`config.mk`:
```
export PLATFORM = sky130hd
export DESIGN_NAME = ramp_adc_ctrl
export DESIGN_NICKNAME = d
export VERILOG_FILES = /design/src/rtl/ramp_adc_pkg.sv /design/src/rtl/ramp_adc_sync.sv /design/src/rtl/ramp_adc_counter.sv /design/src/rtl/ramp_adc_dwell.sv /design/src/rtl/ramp_adc_ctrl.sv
export SDC_FILE = /design/constraint.sdc
export NUM_CORES = 1
export LEC_CHECK = 0
export BUFFER_PORTS_ARGS = -buffer_cell sky130_fd_sc_hd__buf_4
export CORE_MARGIN = 1.5
export CORE_UTILIZATION = 54
export DETAILED_ROUTE_END_ITERATION = 6
export GPL_TIMING_DRIVEN = 0
export PLACE_DENSITY = 0.83
export RECOVER_POWER = 25
export SYNTH_ARGS = -nofsm -noshare
export SYNTH_HDL_FRONTEND = slang
export SYNTH_HIERARCHICAL = 1
export SYNTH_SLANG_ARGS = --single-unit
```
`constraint.sdc`:
```
create_clock -name clk -period 2.9 [get_ports clk]
set_clock_uncertainty 0.2 [all_clocks]
set_input_delay 0.145 -clock clk [delete_from_list [all_inputs] [get_ports clk]]
set_output_delay 0.145 -clock clk [all_outputs]
set_load 0.02 [all_outputs]
```
`src/rtl/ramp_adc_pkg.sv`:
```
// Package: shared types for the ramp converter controller.
// Assumes nothing beyond a single clock domain for the control logic.
package ramp_adc_pkg;

    // Controller phases: idle (held discharged), discharge dwell, ramp/count.
    typedef enum logic [1:0] {
        ST_IDLE  = 2'd0,
        ST_DISCH = 2'd1,
        ST_RAMP  = 2'd2
    } ramp_state_e;

endpackage

```
`src/rtl/ramp_adc_sync.sv`:
```
// Module: multi-stage synchroniser for one asynchronous level.
// Assumes STAGES >= 2; the output lags the input by STAGES rising edges.
module ramp_adc_sync #(
    parameter int STAGES = 2
) (
    input  logic clk,
    input  logic rst_n,
    input  logic d_i,
    output logic q_o
);
    logic [STAGES-1:0] chain;

    // Shift the input through the flop chain; clear on reset.
    always_ff @(posedge clk) begin
        if (!rst_n) chain <= '0;
        else        chain <= {chain[STAGES-2:0], d_i};
    end

    assign q_o = chain[STAGES-1];
endmodule

```
`src/rtl/ramp_adc_counter.sv`:
```
// Module: gated up-counter that measures ramp time in clock cycles.
// Assumes the controller stops incrementing at full scale (no wrap needed).
module ramp_adc_counter #(
    parameter int W = 8
) (
    input  logic         clk,
    input  logic         rst_n,
    input  logic         clr_i,
    input  logic         inc_i,
    output logic [W-1:0] cnt_o,
    output logic         full_o
);
    // Clear while the gate is shut, count one per gated clock.
    always_ff @(posedge clk) begin
        if (!rst_n || clr_i) cnt_o <= '0;
        else if (inc_i)      cnt_o <= cnt_o + 1'b1;
    end

    assign full_o = &cnt_o;
endmodule

```
`src/rtl/ramp_adc_dwell.sv`:
```
// Module: down-counter that times the integrator discharge interval.
// Assumes CYCLES >= 2; after load the expired flag rises CYCLES-1 edges later.
module ramp_adc_dwell #(
    parameter int CYCLES = 4
) (
    input  logic clk,
    input  logic rst_n,
    input  logic load_i,
    output logic expired_o
);
    localparam int TW = $clog2(CYCLES + 1);

    logic [TW-1:0] left;

    // Reload on entry to discharge, then count down to zero and hold.
    always_ff @(posedge clk) begin
        if (!rst_n)         left <= '0;
        else if (load_i)    left <= TW'(CYCLES - 1);
        else if (left != 0) left <= left - 1'b1;
    end

    assign expired_o = (left == '0);
endmodule

```
`src/rtl/ramp_adc_ctrl.sv`:
```
// Module: single-slope ramp converter controller (top).
// Sequences discharge -> ramp/count -> capture, and repeats while run_i is high.
// Assumes the comparator falls low during discharge within DISCH_CYC - SYNC_STAGES
// cycles, and DISCH_CYC >= SYNC_STAGES so a stale trip is never seen in a ramp.
module ramp_adc_ctrl
    import ramp_adc_pkg::*;
#(
    parameter int CNT_W       = 8,
    parameter int DISCH_CYC   = 4,
    parameter int SYNC_STAGES = 2
) (
    input  logic             clk,
    input  logic             rst_n,
    input  logic             run_i,
    input  logic             cmp_i,
    output logic             disch_o,
    output logic             gate_o,
    output logic [CNT_W-1:0] result_o,
    output logic             done_o,
    output logic             ovr_o
);
    ramp_state_e       st, st_nxt;
    logic              cmp_s;
    logic              dwell_load, dwell_done;
    logic              cnt_full;
    logic [CNT_W-1:0]  cnt;
    logic              stop, over;

    ramp_adc_sync #(.STAGES(SYNC_STAGES)) u_sync (
        .clk   (clk),
        .rst_n (rst_n),
        .d_i   (cmp_i),
        .q_o   (cmp_s)
    );

    ramp_adc_dwell #(.CYCLES(DISCH_CYC)) u_dwell (
        .clk       (clk),
        .rst_n     (rst_n),
        .load_i    (dwell_load),
        .expired_o (dwell_done)
    );

    ramp_adc_counter #(.W(CNT_W)) u_cnt (
        .clk    (clk),
        .rst_n  (rst_n),
        .clr_i  (st != ST_RAMP),
        .inc_i  ((st == ST_RAMP) && !stop),
        .cnt_o  (cnt),
        .full_o (cnt_full)
    );

    // Next-phase decision; the comparator outranks the full-scale stop.
    always_comb begin
        st_nxt     = st;
        dwell_load = 1'b0;
        stop       = 1'b0;
        over       = 1'b0;
        case (st)
            ST_IDLE: begin
                if (run_i) begin
                    st_nxt     = ST_DISCH;
                    dwell_load = 1'b1;
                end
            end
            ST_DISCH: begin
                if (dwell_done) st_nxt = run_i ? ST_RAMP : ST_IDLE;
            end
            ST_RAMP: begin
                if (cmp_s) begin
                    stop = 1'b1;
                end else if (cnt_full) begin
                    stop = 1'b1;
                    over = 1'b1;
                end
                if (stop) begin
                    st_nxt     = ST_DISCH;
                    dwell_load = 1'b1;
                end
            end
            default: st_nxt = ST_IDLE;
        endcase
    end

    // Phase register.
    always_ff @(posedge clk) begin
        if (!rst_n) st <= ST_IDLE;
        else        st <= st_nxt;
    end

    // Capture the count and flags on the edge the gate closes.
    always_ff @(posedge clk) begin
        if (!rst_n) begin
            result_o <= '0;
            ovr_o    <= 1'b0;
            done_o   <= 1'b0;
        end else begin
            done_o <= stop;
            if (stop) begin
                result_o <= cnt;
                ovr_o    <= over;
            end
        end
    end

    assign gate_o  = (st == ST_RAMP);
    assign disch_o = (st != ST_RAMP);
endmodule

```
# After elaboration in Yosys (flattened, before gate mapping)
# Cells that the tools add are included.
# word_totals
in_bits,4
ff_bits,25
output_inout_bits,12
wordCells,44
# classes
n_mux,16
reduce_logical,11
n_addsub,2
eq_ne,6
bitwise_logic,1
# ops
op,count
$mux W2,6
$add A8 B1 Y8 const B,1
$mux W1,8
$reduce_and A8 Y1,1
$ne A2 B2 Y1 const B,3
$pmux W2 S3,1
$logic_not A3 Y1,1
$reduce_and A3 Y1,1
$reduce_bool A3 Y1,1
$sub A3 B1 Y3 const B,1
$eq A2 B1 Y1 const B,1
$eq A2 B2 Y1 const B,1
$logic_not A1 Y1,2
$logic_not A2 Y1,1
$ne A2 B1 Y1 const B,1
$pmux W1 S2,1
$reduce_bool A2 Y1,1
$reduce_or A2 Y1,1
$logic_and A1 B1 Y1,1
$logic_or A1 B1 Y1,1
$not A1 Y1,1

# Longest topological paths before layout
# logic_depth
depth_word,7
mapped_depth,10
ltp_nobuf,9

# Hierarchy
# The synthesis kept the hierarchy.
# by_module_without_submodules
mod,seq_area_each_um2,cells_per_inst,area_per_inst_um2,n_inst
ramp_adc_ctrl,240.2,56,510.5,1
ramp_adc_counter,160.2,40,354.1,1
ramp_adc_dwell,60.1,18,178.9,1
ramp_adc_sync,40.0,4,52.6,1

# Least setup slack after synthesis
# No wires, ideal clock.
# synth_timing
path_kind,flip-flop to flip-flop
startpoint,register u_cnt.cnt_o[0]
endpoint,register u_cnt.cnt_o[7]
stages_incl_launch_ff,11
setup_time_ns,0.070
period_less_slack_ns,2.051
t_arrival_ns,1.781
slack_ns,0.849
path_cell_list,dfxtp_1 > ha_1 > nand3_1 > nor2_1 > nor2_2 > nand2_1 > inv_1 > buf_2 > nand4_1 > or3_1 > a21oi_1
# synth_between
elab_chain_cells,7
# synth_lines
item,line,text
"start, declared",ramp_adc_counter.sv:10,"output logic [W-1:0] cnt_o,"
"start signal, assigned",ramp_adc_counter.sv:16,else if (inc_i) cnt_o <= cnt_o + 1'b1;
$reduce_and A8 Y1,ramp_adc_counter.sv:19,assign full_o = &cnt_o;
named net cnt_full,ramp_adc_ctrl.sv:25,logic cnt_full;
$mux W1,ramp_adc_ctrl.sv:71,end else if (cnt_full) begin
$mux W1,ramp_adc_ctrl.sv:69,if (cmp_s) begin
$mux W1 (2 in series),ramp_adc_ctrl.sv:58,case (st)
$logic_not A1 Y1,ramp_adc_ctrl.sv:47,".inc_i ((st == ST_RAMP) && !stop),"
$logic_and A1 B1 Y1,ramp_adc_ctrl.sv:47,
# The timed path passes the listed nets, and every way through them passes these cells. The select of a mux whose other input is x is not followed.
# A chain may end at the register's enable or synchronous reset.

# Worst setup path after layout
# Same ends and word-level chain as after synthesis.

==> flow_summary.yaml <==
run_status:
  status: "finished, final reports clean"
hold_path:
  hold_class: "flop to flop"
  hold_path_depth: 1
  worstHoldStart: "u_sync/chain[0]$_SDFF_PN0_"
  min_to: "u_sync/chain[1]$_SDFF_PN0_"
cells_and_area:
  seq_area_um2: 500.5
  fillers: 174
  antenna_cells: 0
  area_delta_synth_final_pct: 16.32
  multi_input_area_um2: 555.5
  nets: 149
  fin_area_um2: 1275
  drive_gt1_share_pct: 12.77
global_route:
  grt_overflow: 0
  grt_pass1_vias: 682
  antenna_found_initial: 0
  grt_usage_pct: 17.00
  grt_max_degree: 14
  grt_first_pass_wirelength_um: 2760
setup_path:
  crit_fanout: 7
  r2r_start: "u_cnt/cnt_o[0]$_SDFFE_PP0P_"
  crit_type: "flop to flop"
  crit_arrival_ns: 2.36
  cp-start-kind: "flop"
  ff2ff_path_depth: 10
  crit_start: "u_cnt/cnt_o[0]$_SDFFE_PP0P_"
  cp.required_ns: 2.94
  worstReg2RegEnd: "u_cnt/cnt_o[7]$_SDFFE_PP0P_"
  r2r_slack_ns: 0.59
  end_kind: "flop"
place:
  hpwl_um: 1379
  place.gp.congestion: 0.7343
  placed_cell_area_um2: 1242
  io_buffers: 15
timing:
  slew_headroom_pct: 73.30
  finalHoldViolations: 0
  slew_viol_final: 0
  period_needed_ns: 2.313
  tns_ns: 0
  rsz0062_at_grt: "no"
  period_share_pct: 79.76
  finalSetupViolations: 0
  worst-slew-pin-transition_ns: 0.4005
  fmax_ghz: 0.4324
synthesis:
  syn_avg_cell_area_um2: 9.289
  synthTopCellsByCount: "dfxtp_1, nand2_1, mux2i_1, nor2_1, a21oi_1"
  synth_cell_types: 33
  synth_top_area_share_pct: 45.66
  synthTopCellsByArea: "dfxtp_1, mux2i_1, nand2_1, ha_1, a21oi_1"
  syn_inst: 118
  ys_warn_count: 6
  yosysMostFrequentCell: "dfxtp_1"
  synth_nets: 125
  syn_area_um2: 1096
  synth-edff-count: 0
  ys.flop_type: "dfxtp_1"
  async_flop_share_pct: 0
  ys_seq_elements: 25
  synth-seq-area-share_pct: 45.66
  yosysTopAreaCell: "dfxtp_1"
clock_network:
  clk_pin_slew_ns: 0.12
  clk_path_buf_depth: 2
  cts_resized: 0
  cts_root_buf: "clkbuf_4"
  numCtsBuffers: 3
  h-tree-depth: 1
  cts_tree: "done"
  clock_latency_ns: 0.30
  clkSinkCount: 25
route:
  wl_per_cell_um: 10.99
  vias: 841
  ant_nets: 0
  dr.pass1.iters: 4
  drt_wl_total_um: 1846
  drc: 0
  drt-initial-drc-count: 12
  viasPerCell: 5.006
power_and_ir_drop:
  power.density_nw_per_um2: 473.2
  ir_worst_vdd_uv: 338.3
  p_leak_uw: 0.0004787
floorplan:
  ios: 16
  die_width_um: 48.05
  rows: 16
  core_um2: 1942
  dieArea_um2: 2309
  initial_utilization_pct: 56.44
  die_h_um: 48.05
run:
  drv_cap: 0
## cells by family (layout without fill, tap and decap cells)
group	after synthesis	count (layout)	share of synthesized area, %
AO/OA/AOI/OAI	15	15	8.562
XOR/XNOR	4	4	3.197
adder cells (fa/ha/maj)	3	3	3.425
buffers and inverters	10	33	3.653
flip-flops	25	25	45.66
multiplexers	9	9	8.220
AND/OR/NAND/NOR	52	52	27.28
## layout make-up
| class | instances | share of cell area, % |
|---|---|---|
| Inverter | 6 | 1.766 |
| Clock buffer | 4 | 2.061 |
| Timing Repair Buffer | 19 | 9.323 |
| Tap cell | 27 | 2.650 |
| Multi-Input combinational cell | 83 | 43.57 |
| Sequential cell | 25 | 39.25 |
| Buffer | 4 | 1.374 |
## metal layers
layer	global-route usage [%]	up-vias	wire length (um)
li1	-	449	-
met1	21.84	383	932
met2	28.00	9	871
met3	3.396	0	43
met4	6.486	0	0
met5	0	-	0
## power breakdown
part / total, uW / switching, uW / internal, uW
Sequential: 367 / 10.1 / 356
Clock: 147 / 93.8 / 53.6
Combinational: 89.4 / 44.7 / 44.7
## flip-flops by register name, summed over array words and instances (netlist names)
signal,count
u_sync/chain,2
st,2
done_o,1
result_o,8
u_cnt/cnt_o,8
ovr_o,1
u_dwell/left,3
## per-stage QoR
step / setup WS [ns] / hold slack (ns) / cells / utilization, % / power (uW)
2_1_floorplan: 0.8489 / 0.06671 / 118 / - / 439.0
5_1_grt: 0.3581 / 0.2902 / 168 / 65.66 / 634.0
6_report: 0.5871 / 0.2546 / 168 / 65.66 / 603.3
3_5_place_dp: 0.6410 / 0.1496 / 160 / 63.98 / 460.6
4_1_cts: 0.6022 / 0.2620 / 168 / 67.40 / 613.9
3_3_place_gp: 0.6753 / 0.1469 / 160 / 63.98 / 455.5
## worst max path at each step
stage,end,slack (ns),cells past startpoint
final,u_cnt/cnt_o[7]$_SDFFE_PP0P_,0.59,10
after global routing,u_cnt/cnt_o[7]$_SDFFE_PP0P_,0.36,10
after CTS,u_cnt/cnt_o[7]$_SDFFE_PP0P_,0.60,10
after detailed placement,u_cnt/cnt_o[7]$_SDFFE_PP0P_,0.64,10
after global placement,u_cnt/cnt_o[6]$_SDFFE_PP0P_,0.68,10
after floorplan,u_cnt/cnt_o[7]$_SDFFE_PP0P_,0.85,10
## what timing repair did
action,in CTS,in global routing
hold buffers,4,0
hold endpoints to repair,7,0
setup buffers,0,0
## worst max-delay path, stage by stage, from the launching register on
cell	delay [ns]
dfxtp_1	0.39
ha_1	0.26
nand3_1	0.09
nor2_1	0.07
nor2_2	0.26
nand2_1	0.12
inv_1	0.09
buf_2	0.19
nand4_1	0.11
or3_1	0.33
a21oi_1	0.14
## layout by cell type (no fill, tap or decap), types with 4 or more instances in the layout
master / instances
mux2i_1: 9
clkbuf_1: 12
dlygate4sd3_1: 4
nand2_1: 19
dfxtp_1: 25
nand2b_1: 4
buf_4: 6
nor2_1: 7
inv_1: 5
a21oi_1: 6
Power figures use the tool's default switching activity.
